### src/rtl/gpio_ovr_pkg.sv
// Package: shared address map and widths for the takeover-capable I/O port.
// Assumes a two-bit register address space.
package gpio_ovr_pkg;
    localparam int REG_ADDR_W = 2;

    typedef enum logic [REG_ADDR_W-1:0] {
        ADDR_DIR  = 2'd0,
        ADDR_PORT = 2'd1,
        ADDR_PIN  = 2'd2,
        ADDR_CTRL = 2'd3
    } gpio_addr_e;

    // Bit position of the pull-up disable flag inside the control register.
    localparam int CTRL_PUD_BIT = 0;
endpackage

### src/rtl/gpio_regfile.sv
// Module: software-visible state of the port (direction, output, pull-up disable).
// Applies per-pin toggle requests to the output register; a write to the
// output register on the same edge wins. Assumes synchronous active-low reset.
module gpio_regfile
    import gpio_ovr_pkg::*;
#(
    parameter int PIN_COUNT = 8
) (
    input  logic                  clk,
    input  logic                  rst_n,
    input  logic                  wr_en,
    input  logic [REG_ADDR_W-1:0] addr,
    input  logic [PIN_COUNT-1:0]  wdata,
    input  logic [PIN_COUNT-1:0]  tgl,
    output logic [PIN_COUNT-1:0]  dir_q,
    output logic [PIN_COUNT-1:0]  port_q,
    output logic                  pud_q
);
    logic wr_dir, wr_port, wr_ctrl;

    // Decode which register the current write targets.
    always_comb begin
        wr_dir  = wr_en && (gpio_addr_e'(addr) == ADDR_DIR);
        wr_port = wr_en && (gpio_addr_e'(addr) == ADDR_PORT);
        wr_ctrl = wr_en && (gpio_addr_e'(addr) == ADDR_CTRL);
    end

    // Direction register.
    always_ff @(posedge clk) begin
        if (!rst_n)      dir_q <= '0;
        else if (wr_dir) dir_q <= wdata;
    end

    // Output register: write has priority, else toggle requests invert bits.
    always_ff @(posedge clk) begin
        if (!rst_n)       port_q <= '0;
        else if (wr_port) port_q <= wdata;
        else              port_q <= port_q ^ tgl;
    end

    // Port-wide pull-up disable flag.
    always_ff @(posedge clk) begin
        if (!rst_n)       pud_q <= 1'b0;
        else if (wr_ctrl) pud_q <= wdata[CTRL_PUD_BIT];
    end

    assert_write_wins_R7: assert property (@(posedge clk) disable iff (!rst_n)
        wr_port |=> (port_q == $past(wdata)));

    assert_toggle_flip_R7: assert property (@(posedge clk) disable iff (!rst_n)
        !wr_port |=> (port_q == ($past(port_q) ^ $past(tgl))));

    assert_pin_addr_inert_R10: assert property (@(posedge clk) disable iff (!rst_n)
        (wr_en && gpio_addr_e'(addr) == ADDR_PIN) |=>
            (dir_q == $past(dir_q)) && (pud_q == $past(pud_q)));
endmodule

### src/rtl/gpio_pin_ctrl.sv
// Module: per-pin combinational arbitration between software settings and
// peripheral takeover controls. Produces pull-up, driver enable, driven level
// and input enable. Assumes all inputs are stable between clock edges.
module gpio_pin_ctrl (
    input  logic dir_bit,
    input  logic port_bit,
    input  logic pud,
    input  logic sleep_active,
    input  logic pu_en,
    input  logic pu_val,
    input  logic oe_en,
    input  logic oe_val,
    input  logic dv_en,
    input  logic dv_val,
    input  logic ie_en,
    input  logic ie_val,
    output logic pull_en,
    output logic drv_en,
    output logic drv_val,
    output logic din_en
);
    logic sw_pull;

    // Pull-up: takeover value, or the input-high-without-disable pattern.
    always_comb begin
        sw_pull = !dir_bit && port_bit && !pud;
        pull_en = pu_en ? pu_val : sw_pull;
    end

    // Driver enable and driven level.
    always_comb begin
        drv_en  = oe_en ? oe_val : dir_bit;
        drv_val = (drv_en && dv_en) ? dv_val : port_bit;
    end

    // Input enable: takeover, else awake-state gating.
    always_comb begin
        din_en = ie_en ? ie_val : !sleep_active;
    end
endmodule

### src/rtl/gpio_input_sync.sv
// Module: gates pad levels by input enable, exposes the gated value unregistered,
// and passes it through a SYNC_STAGES-deep flop chain for readback.
// Assumes SYNC_STAGES >= 2 and pad_in asynchronous to clk.
module gpio_input_sync #(
    parameter int PIN_COUNT   = 8,
    parameter int SYNC_STAGES = 2
) (
    input  logic                 clk,
    input  logic                 rst_n,
    input  logic [PIN_COUNT-1:0] pad_in,
    input  logic [PIN_COUNT-1:0] din_en,
    output logic [PIN_COUNT-1:0] gated,
    output logic [PIN_COUNT-1:0] pin_sync
);
    logic [PIN_COUNT-1:0] stage_q [SYNC_STAGES];

    // Force disabled inputs to zero before anything consumes them.
    always_comb gated = pad_in & din_en;

    // Synchronizer chain, first stage captures the gated level.
    always_ff @(posedge clk) begin
        if (!rst_n) begin
            for (int s = 0; s < SYNC_STAGES; s++) stage_q[s] <= '0;
        end else begin
            stage_q[0] <= gated;
            for (int s = 1; s < SYNC_STAGES; s++) stage_q[s] <= stage_q[s-1];
        end
    end

    // Last stage is the readback value.
    always_comb pin_sync = stage_q[SYNC_STAGES-1];

    assert_gate_zero_R9: assert property (@(posedge clk) disable iff (!rst_n)
        ((pad_in & ~din_en) != '0) |-> ((gated & ~din_en) == '0));

    assert_first_stage_R10: assert property (@(posedge clk) disable iff (!rst_n)
        rst_n |=> (stage_q[0] == $past(gated)));

    assert_last_stage_R10: assert property (@(posedge clk) disable iff (!rst_n)
        rst_n |=> (pin_sync == $past(stage_q[SYNC_STAGES-2])));
endmodule

### src/rtl/gpio_override_port.sv
// Module: top of the takeover-capable I/O port. Holds the register file,
// one arbitration slice per pin and the input synchronizer, and muxes reads.
// Assumes synchronous active-low reset and a single clock domain for registers.
module gpio_override_port
    import gpio_ovr_pkg::*;
#(
    parameter int PIN_COUNT   = 8,
    parameter int SYNC_STAGES = 2
) (
    input  logic                  clk,
    input  logic                  rst_n,
    input  logic                  reg_wr,
    input  logic [REG_ADDR_W-1:0] reg_addr,
    input  logic [PIN_COUNT-1:0]  reg_wdata,
    output logic [PIN_COUNT-1:0]  reg_rdata,
    input  logic                  sleep_active,
    input  logic [PIN_COUNT-1:0]  pu_ovr_en,
    input  logic [PIN_COUNT-1:0]  pu_ovr_val,
    input  logic [PIN_COUNT-1:0]  oe_ovr_en,
    input  logic [PIN_COUNT-1:0]  oe_ovr_val,
    input  logic [PIN_COUNT-1:0]  dv_ovr_en,
    input  logic [PIN_COUNT-1:0]  dv_ovr_val,
    input  logic [PIN_COUNT-1:0]  tgl_req,
    input  logic [PIN_COUNT-1:0]  ie_ovr_en,
    input  logic [PIN_COUNT-1:0]  ie_ovr_val,
    input  logic [PIN_COUNT-1:0]  pad_in,
    output logic [PIN_COUNT-1:0]  pull_en,
    output logic [PIN_COUNT-1:0]  drv_en,
    output logic [PIN_COUNT-1:0]  drv_val,
    output logic [PIN_COUNT-1:0]  alt_din
);
    localparam int CTRL_PAD_W = PIN_COUNT - 1;

    logic [PIN_COUNT-1:0] dir_q, port_q, din_en, pin_sync;
    logic                 pud_q;

    gpio_regfile #(.PIN_COUNT(PIN_COUNT)) u_regs (
        .clk    (clk),
        .rst_n  (rst_n),
        .wr_en  (reg_wr),
        .addr   (reg_addr),
        .wdata  (reg_wdata),
        .tgl    (tgl_req),
        .dir_q  (dir_q),
        .port_q (port_q),
        .pud_q  (pud_q)
    );

    for (genvar p = 0; p < PIN_COUNT; p++) begin : g_pin
        gpio_pin_ctrl u_ctrl (
            .dir_bit      (dir_q[p]),
            .port_bit     (port_q[p]),
            .pud          (pud_q),
            .sleep_active (sleep_active),
            .pu_en        (pu_ovr_en[p]),
            .pu_val       (pu_ovr_val[p]),
            .oe_en        (oe_ovr_en[p]),
            .oe_val       (oe_ovr_val[p]),
            .dv_en        (dv_ovr_en[p]),
            .dv_val       (dv_ovr_val[p]),
            .ie_en        (ie_ovr_en[p]),
            .ie_val       (ie_ovr_val[p]),
            .pull_en      (pull_en[p]),
            .drv_en       (drv_en[p]),
            .drv_val      (drv_val[p]),
            .din_en       (din_en[p])
        );

        assert_pull_default_R3: assert property (@(posedge clk) disable iff (!rst_n)
            (!pu_ovr_en[p] && dir_q[p]) |-> !pull_en[p]);

        assert_pull_takeover_R4: assert property (@(posedge clk) disable iff (!rst_n)
            pu_ovr_en[p] |-> (pull_en[p] == pu_ovr_val[p]));

        assert_oe_select_R5: assert property (@(posedge clk) disable iff (!rst_n)
            !oe_ovr_en[p] |-> (drv_en[p] == dir_q[p]));

        assert_level_default_R6: assert property (@(posedge clk) disable iff (!rst_n)
            !dv_ovr_en[p] |-> (drv_val[p] == port_q[p]));

        assert_sleep_gate_R8: assert property (@(posedge clk) disable iff (!rst_n)
            (!ie_ovr_en[p] && sleep_active) |-> !alt_din[p]);
    end

    gpio_input_sync #(
        .PIN_COUNT   (PIN_COUNT),
        .SYNC_STAGES (SYNC_STAGES)
    ) u_sync (
        .clk      (clk),
        .rst_n    (rst_n),
        .pad_in   (pad_in),
        .din_en   (din_en),
        .gated    (alt_din),
        .pin_sync (pin_sync)
    );

    // Combinational register read mux.
    always_comb begin
        unique case (gpio_addr_e'(reg_addr))
            ADDR_DIR:  reg_rdata = dir_q;
            ADDR_PORT: reg_rdata = port_q;
            ADDR_PIN:  reg_rdata = pin_sync;
            ADDR_CTRL: reg_rdata = {{CTRL_PAD_W{1'b0}}, pud_q};
            default:   reg_rdata = '0;
        endcase
    end

    assert_reset_clear_R1: assert property (@(posedge clk)
        !rst_n |=> (dir_q == '0) && (port_q == '0) && !pud_q);

    assert_ctrl_load_R2: assert property (@(posedge clk) disable iff (!rst_n)
        (reg_wr && gpio_addr_e'(reg_addr) == ADDR_CTRL) |=> (pud_q == $past(reg_wdata[0])));
endmodule

### config.mk
export PLATFORM = sky130hd
export DESIGN_NAME = gpio_override_port
export DESIGN_NICKNAME = d
export VERILOG_FILES = /design/src/rtl/gpio_ovr_pkg.sv /design/src/rtl/gpio_regfile.sv /design/src/rtl/gpio_pin_ctrl.sv /design/src/rtl/gpio_input_sync.sv /design/src/rtl/gpio_override_port.sv
export SDC_FILE = /design/constraint.sdc
export NUM_CORES = 1
export LEC_CHECK = 0
export BUFFER_PORTS_ARGS = -buffer_cell sky130_fd_sc_hd__buf_2
export CELL_PAD_IN_SITES_DETAIL_PLACEMENT = 1
export CELL_PAD_IN_SITES_GLOBAL_PLACEMENT = 2
export CORE_MARGIN = 2
export CORE_UTILIZATION = 23
export DETAILED_ROUTE_END_ITERATION = 10
export GPL_TIMING_DRIVEN = 0
export PLACE_DENSITY_LB_ADDON = 0.1
export SLEW_MARGIN = 20
export SYNTH_ARGS = -nofsm -noshare
export SYNTH_HDL_FRONTEND = slang
export SYNTH_SLANG_ARGS = --single-unit
export TNS_END_PERCENT = 10
### constraint.sdc
create_clock -name clk -period 2.57 [get_ports clk]
set_input_delay 0.514 -clock clk [delete_from_list [all_inputs] [get_ports clk]]
set_output_delay 0.514 -clock clk [all_outputs]
set_load 0.005 [all_outputs]
==> results of run 1 <==
==> logic make-up (layout without fill, tap and decap cells) <==
kind of cell	after synthesis	count (layout)	share of synthesized area (%)
buffers and inverters	40	181	13.3
DFF	33	33	33.7
muxes	25	25	13.9
AOI/OAI and AO/OA	47	47	17.1
and+or+nand+nor	68	68	18.4
xor gates and xnor gates	8	8	3.58
==> state kept, by name (all words and copies together), names as in the netlist <==
name,cells
u_regs.dir_q,8
u_regs.port_q,8
u_regs.pud_q,1
u_sync.stage_q,16
==> worst paths after layout <==
path / from / end / slack [ps] / depth (start not counted)
hold reg to reg: u_sync.stage_q[0][1] / u_sync.stage_q[0][9] / 440 / 1
setup / recovery: reg_addr[0] / reg_rdata[3] / 460 / 6
setup reg to reg: u_regs.pud_q / u_regs.pud_q / 1440 / 3
hold / removal: u_sync.stage_q[0][1] / u_sync.stage_q[0][9] / 440 / 1
==> per-layer routing <==
layer,vias to the layer above,routed length (um)
li1,1025,-
met1,874,2700
met2,85,2640
met3,4,601
met4,0,46
met5,-,0
==> critical path: stages <==
cell and delay, ps:
buf_2 110, buf_2 240, nor2b_2 400, nand2_1 80, o21ai_0 90, buf_2 150
==> area by class of cell <==
class                   instances  area [um2]  share of cell area (%)
plain buffers                  32         230                    8.11
clock buffers                   6        72.6                    2.56
clock inverters                 2        10.0                   0.353
inverters                       8        30.0                    1.06
multi-input cells             148        1040                    36.6
flip-flops and latches         33         661                    23.3
well taps                     105         131                    4.63
repair buffers                133         666                    23.4
==> cell usage after synthesis <==
library cell / n / area share, %
mux2_2: 8 / 4.6
a31o_2: 8 / 3.6
clkbuf_1: 4 / 0.77
and2_1: 16 / 5.1
mux2i_1: 16 / 8.2
a21oi_1: 8 / 2.0
buf_2: 1 / 0.26
nand3_1: 1 / 0.26
inv_1: 8 / 1.5
buf_4: 25 / 9.6
o21ai_0: 15 / 3.8
xnor2_1: 8 / 3.6
o41ai_1: 8 / 3.6
and3_1: 8 / 2.6
nor2b_1: 9 / 2.9
nand2_1: 31 / 5.9
o211a_1: 8 / 4.1
nor2b_2: 1 / 0.45
nor3b_2: 1 / 0.64
dfxtp_1: 33 / 34
nand3b_2: 1 / 0.57
buf_6: 2 / 1.1
mux4_2: 1 / 1.1
==> metrics by stage <==
step	worst slack [ps]	util (%)	total power, mW	cell area (um2)
6_report	459	34.4	1.29	2840
5_1_grt	290	34.4	1.39	2840
4_1_cts	402	34.4	1.32	2840
3_5_place_dp	435	33.4	0.936	2760
3_3_place_gp	434	33.4	0.930	2760
2_1_floorplan	855	-	0.769	1960
==> power by group <==
group	switching, mW	total (mW)	internal [mW]
registers	0.0200	0.559	0.540
logic	0.143	0.358	0.215
clock network	0.188	0.376	0.187
==> impl_metrics.toml, run 1 <==
[synth]
syn-instance-count = 221
synth_area_um2 = 1960
yosysUniqueCellTypes = 23
ys.warnings.count = 0
ys_seq_area_share_pct = 33.7
avgSynthCellArea_um2 = 8.87
ys_ff_latch = 33
syn_nets = 315

[timing]
slew_headroom_pct = 59.5
finalHoldWorstSlack_ps = 436
hold_viol_final = 0
report.final.slew_viol_count = 0
fin_tns_setup_ps = 0
fmax_ghz = 0.474
layout_min_cycle_time_ps = 2110
skew_ps = 6.33
rsz0062_at_grt = "false"
tightest_slew_ps = 607
setup_viol = 0
fin_crit_sh_pct = 82.1

[power_and_ir_drop]
ir_drop_mv = 0.148
power_leakage_nw = 1.50
p_per_area_nw_per_um2 = 456

[global_routing]
grt_max_degree = 11
grtUsageMet1_pct = 15.7
grtUsageTotal_pct = 13.0
grt_pass1_wl_um = 9190
antenna_found_initial = 0
met3_usage_pct = 4.78
grt_pass1_vias = 1949
grt_busiest_layer = "met2"
grt_use_met2_pct = 21.8
grt_overflow = 0

[place]
place_inst = 459
gp_congestion = 0.637
hpwl_um = 4770
numPortBuffers = 133

[clocking]
tritoncts = "done"
cts_num_sinks = 33
ctsLongestPathBuffers = 2
cts_resized = 0
cts.htree.levels = 2
clk_pin_slew_ps = 70
cts_root_buffer = "clkbuf_8"
clk_latency_ps = 290
cts_buffers = 5
cts_setup_buffers = 0
postCtsHoldBufs = 0

[finish]
final_cell_mix = "buf_2, dfxtp_1, nand2_1, buf_4"
nets = 455
antenna_cells = 0
final_cells = 467
num-fill-cells = 1061
layout_commonest_cell = "buf_2"
drive_above_1_share_pct = 51.9
syn_to_final_growth_pct = 44.9

[setup_path]
critical_path_required_ps = 2060
startpoint_type = "primary input"
cp.arrival_ps = 1600
critPathKind = "in2out"
endpoint_kind = "output port"
crit_path_max_fanout = 10

[run_status]
status = "complete, no violations"

[floorplan]
core.rowCount = 33
pin_count = 134
start_util_pct = 23.7
die-width_um = 96.3
dieArea_um2 = 9270
core_area_um2 = 8260
die_height_um = 96.3

[drt]
dr_total_vias = 1988
vias_per_cell = 4.26
dr.pass1.iters = 4
drt_first_iter_violations = 33
routed_wl_um = 5990
postRouteAntennaNets = 0
wl_per_cell_um = 12.8
drc = 0

[run]
drv_cap = 0

[min_path]
worst_hold_path_type = "reg2reg"
(Power assumes the default switching activity.)
==> inputs of run 2 (changes only) <==
CORE_UTILIZATION = 22   (was 23)
clock period = 2.19 ns   (was 2.57 ns; I/O delays follow)
==> run 2 against run 1 <==
Net effect:
- sequential share of layout area shrank 0.12 points
- final area grew 0.53%
- cell count grew 0.43%
- register-to-register slack lost 420 ps
- clock power grew 23%
- sequential power grew 18%
- die area grew 4.4%
- non-clock buffer count is the same
- power grew 19%
- critical path depth shrank 2
- utilization shrank 1.5 points
==> impl_metrics.toml, run 2 (same netlist as run 1, synthesis figures left out) <==
[finish]
syn_to_final_growth_pct = 45.7
drive_above_1_share_pct = 52.1
final_cell_mix = "buf_2, dfxtp_1, nand2_1, buf_4"
final_area_um2 = 2850
final_util_pct = 32.9
largest_reg_flops = 16
antenna_cells = 0
nets = 455
layout_commonest_cell = "buf_2"
final_cells = 469
reg_top3 = "u_sync.stage_q (16), u_regs.dir_q (8), u_regs.port_q (8)"
regMostFlops = "u_sync.stage_q"
num-fill-cells = 1084

[timing]
layout_min_cycle_time_ps = 2030
fin_tns_setup_ps = 0
skew_ps = 4.55
report.final.slew_viol_count = 0
rsz0062_at_grt = "false"
fin_crit_sh_pct = 92.6
slew_headroom_pct = 55.0
hold_viol_final = 0
setup_viol = 0
tightest_slew_ps = 676
fmax_ghz = 0.493

[global_routing]
grt_overflow = 0
grt_pass1_wl_um = 9650
grtUsageTotal_pct = 12.5
grt_max_degree = 11
antenna_found_initial = 0
grt_pass1_vias = 2033

[power_and_ir_drop]
comb_power_share_pct = 27.4
intPower_mw = 1.14
power_switching_mw = 0.405
p_seq_share_pct = 42.6
p_per_area_nw_per_um2 = 540
finalPower_mw = 1.54
power_leakage_nw = 1.51
ir_drop_mv = 0.167
p_clk_share_pct = 30.0
power.share.switching_pct = 26.3

[setup_path]
reg2reg_depth = 3
r2r_slack_ps = 1020
cp.arrival_ps = 1590
critPathKind = "reg2out"
startpoint_type = "register"
crit_path_max_fanout = 10
r2r_start = "u_regs.pud_q"
timing.rr.end = "u_regs.pud_q"
critical_path_required_ps = 1750
endpoint_kind = "output port"

[clocking]
cts_num_sinks = 33
cts_root_buffer = "clkbuf_8"
cts_buffers = 5
clk_pin_slew_ps = 60
cts_setup_buffers = 0
postCtsHoldBufs = 0
tritoncts = "done"
cts.htree.levels = 2
clk_latency_ps = 280
ctsLongestPathBuffers = 2

[floorplan]
core_area_um2 = 8680
die_height_um = 98.4
die-width_um = 98.4
pin_count = 134
start_util_pct = 22.6
core.rowCount = 34
dieArea_um2 = 9680

[min_path]
hold_end = "u_sync.stage_q[0][5]"
whs_path_depth = 2
hp-start = "pad_in[5]"
worst_hold_path_type = "in2reg"

[drt]
vias_per_cell = 4.28
wl_per_cell_um = 13.0
drc = 0
drt_first_iter_violations = 23
postRouteAntennaNets = 0
dr.pass1.iters = 4
dr_total_vias = 2009
routed_wl_um = 6110

[place]
hpwl_um = 4880
place_inst = 462
placed_area_um2 = 2760
numPortBuffers = 133
gp_congestion = 0.660

[run_status]
status = "complete, no violations"

[run]
drv_cap = 0
## run 2: changes by cell type in the layout (fill, tap and decap cells not counted), sizes merged
cell | previous run | this run
clkinv | 2 | 0
clkbuf | 10 | 11
## run 2: final cells by class
type	count	area, um2	area share, %
Buffer	32	230	8.07
Clock buffer	7	86.3	3.02
Inverter	8	30.0	1.05
Multi-Input combinational cell	148	1050	36.7
Sequential cell	33	661	23.1
Tap cell	108	135	4.73
Timing Repair Buffer	133	666	23.3
## run 2: power groups by stage
stage | logic [mW] | clock network [mW] | registers [mW]
3_3_place_gp | 0.422 | 0 | 0.671
5_1_grt | 0.474 | 0.507 | 0.662
6_report | 0.422 | 0.462 | 0.657
3_5_place_dp | 0.428 | 0 | 0.671
2_1_floorplan | 0.240 | 0 | 0.663
4_1_cts | 0.431 | 0.480 | 0.658
## run 2: critical path, cell delays in order (launching register included)
cell	delay, ps
dfxtp_1	300
clkbuf_1	300
o41ai_1	460
buf_4	160
buf_2	100
## run 2: repair_timing
item / CTS / global route
gates resized for setup: 0 / 1
hold endpoints to repair: 0 / 0
setup endpoints to repair: 0 / 1
## run 2: layer usage
| metal | routed length, um | vias to the layer above | GRT usage, % |
|---|---|---|---|
| li1 | - | 1026 | - |
| met1 | 2790 | 894 | 16.2 |
| met2 | 2790 | 83 | 20.5 |
| met3 | 467 | 6 | 3.01 |
| met4 | 61 | 0 | 4.11 |
| met5 | 0 | - | 0 |
## run 2: worst max-delay path by stage
stage                       from      endpoint  slack, ps  cells after the start
floorplan           oe_ovr_en[0]    drv_val[0]        630                      3
global placement     reg_addr[0]  reg_rdata[6]        200                      6
detailed placement   reg_addr[0]  reg_rdata[5]        190                      6
CTS                 u_regs.pud_q    pull_en[6]         90                      4
global route        u_regs.pud_q    pull_en[5]         20                      4
finish              u_regs.pud_q    pull_en[5]        160                      4
## run 2: through the flow
| stage | hold slack (ps) | worst slack [ps] |
|---|---|---|
| after global placement | 421 | 197 |
| after CTS | 374 | 86.1 |
| final | 388 | 162 |
| after floorplan | 406 | 627 |
| after global routing | 387 | 20.5 |
| after detailed placement | 424 | 191 |
==> inputs of run 3 (changes only) <==
clock period = 2.3 ns   (was 2.19 ns; I/O delays follow)
==> run 3 against run 2 <==
Net effect:
- highest routed layer unchanged
- critical path type unchanged
- power down 5.0%
- flip-flop and latch count unchanged
- sequential share of layout area up 0.061 points
- largest power group unchanged
- die area unchanged
- sequential power down 4.9%
- worst hold slack better by 22 ps
- clock-buffer cell count unchanged
- largest cell class unchanged
==> impl_metrics.toml, run 3 (same netlist as run 1, synthesis figures left out) <==
[power_and_ir_drop]
p_per_area_nw_per_um2 = 515
ir_drop_mv = 0.159
power_leakage_nw = 1.50
finalPower_mw = 1.46

[finish]
layout_commonest_cell = "buf_2"
nets = 455
drive_above_1_share_pct = 51.8
num-fill-cells = 1085
largest_reg_flops = 16
final_util_pct = 32.8
final_cell_mix = "buf_2, dfxtp_1, nand2_1, buf_4"
reg_top3 = "u_sync.stage_q (16), u_regs.dir_q (8), u_regs.port_q (8)"
syn_to_final_growth_pct = 45.3
regMostFlops = "u_sync.stage_q"
antenna_cells = 0
final_area_um2 = 2850

[timing]
fmax_ghz = 0.481
fin_crit_sh_pct = 90.4
layout_min_cycle_time_ps = 2080
skew_ps = 4.55
fin_tns_setup_ps = 0
final.setup.worst_slack_ps = 220
setup_viol = 0
tightest_slew_ps = 656
hold_viol_final = 0
rsz0062_at_grt = "false"
slew_headroom_pct = 56.3
report.final.slew_viol_count = 0

[floorplan]
core.rowCount = 34
core_area_um2 = 8680
start_util_pct = 22.6
die-width_um = 98.4
die_height_um = 98.4
dieArea_um2 = 9680
pin_count = 134

[run_status]
status = "complete, no violations"

[place]
numPortBuffers = 133
placed_area_um2 = 2760
dp_slack_ps = 257
hpwl_um = 4880
gp_congestion = 0.660

[global_routing]
antenna_found_initial = 0
grt_pass1_vias = 2033
grt_pass1_wl_um = 9650
grtUsageTotal_pct = 12.5
grt_max_degree = 11
grt_overflow = 0

[clocking]
tritoncts = "done"
cts_buffers = 5
clk_pin_slew_ps = 60
clk_latency_ps = 280
cts_root_buffer = "clkbuf_8"
postCtsHoldBufs = 0
cts_setup_buffers = 0
cts_resized = 0
ctsLongestPathBuffers = 2
cts_num_sinks = 33
cts.htree.levels = 2

[setup_path]
slowest_stage = "o41ai_1"
critPathKind = "reg2out"
critical_path_required_ps = 1840
slowest_delay_ps = 490
crit_path_max_fanout = 10
cp.arrival_ps = 1620
endpoint_kind = "output port"
path_buf_inv = 3
cp_top_family = "buffers and inverters"
startpoint_type = "register"
path_cells = "clkbuf_1 > o41ai_1 > buf_4 > buf_2"

[drt]
drc = 0
wl_met2_um = 2790
dr.pass1.iters = 4
routed_wl_um = 6090
wl_met1_um = 2780
wl_per_cell_um = 13.0
dr_total_vias = 2004
vias_per_cell = 4.27
wl_met3_um = 466
postRouteAntennaNets = 0
drt_first_iter_violations = 26
highest_layer = "met4"

[run]
drv_cap = 0

[min_path]
worst_hold_path_type = "in2reg"
-- run 3: cell counts in the layout (fill, tap and decap cells not counted) --
Identical to the previous run, type by type.
-- run 3: worst paths after layout --
path | startpoint | end | slack (ps) | cells after the start
hold reg to reg | u_sync.stage_q[0][7] | u_sync.stage_q[0][15] | 440 | 1
hold / removal | pad_in[5] | u_sync.stage_q[0][5] | 410 | 2
setup reg to reg | u_regs.pud_q | u_regs.pud_q | 1150 | 3
setup / recovery | u_regs.pud_q | pull_en[6] | 220 | 4
-- run 3: per-stage QoR --
step	hold WS, ps	cells
5_1_grt	409	469
4_1_cts	396	469
2_1_floorplan	406	221
6_report	410	469
3_5_place_dp	424	462
3_3_place_gp	421	462
-- run 3: power by group --
| group | total, mW | internal [mW] | switching, mW |
|---|---|---|---|
| clock | 0.439 | 0.237 | 0.202 |
| combinational | 0.400 | 0.240 | 0.160 |
| sequential | 0.625 | 0.603 | 0.0225 |
| total | 1.46 | 1.08 | 0.384 |
-- run 3: metal layers --
layer  GRT usage [%]  up-vias
met5               0        -
met1            16.2      889
met2            20.5       83
li1                -     1026
met4            4.11        0
met3            3.01        6
-- run 3: worst reg2reg max path: cells and delay by family, from the launching register on --
family | cells | cell delay [ps]
buffers and inverters | 1 | 500
DFF | 1 | 300
muxes | 1 | 160
and+or+nand+nor | 1 | 130
-- run 3: final cells by class --
type | instances | area (um2) | area share (%)
Inverter | 8 | 30.0 | 1.05
Tap cell | 108 | 135 | 4.75
Timing Repair Buffer | 133 | 666 | 23.4
Sequential cell | 33 | 661 | 23.2
Multi-Input combinational cell | 148 | 1040 | 36.5
Clock buffer | 7 | 86.3 | 3.03
Buffer | 32 | 230 | 8.09
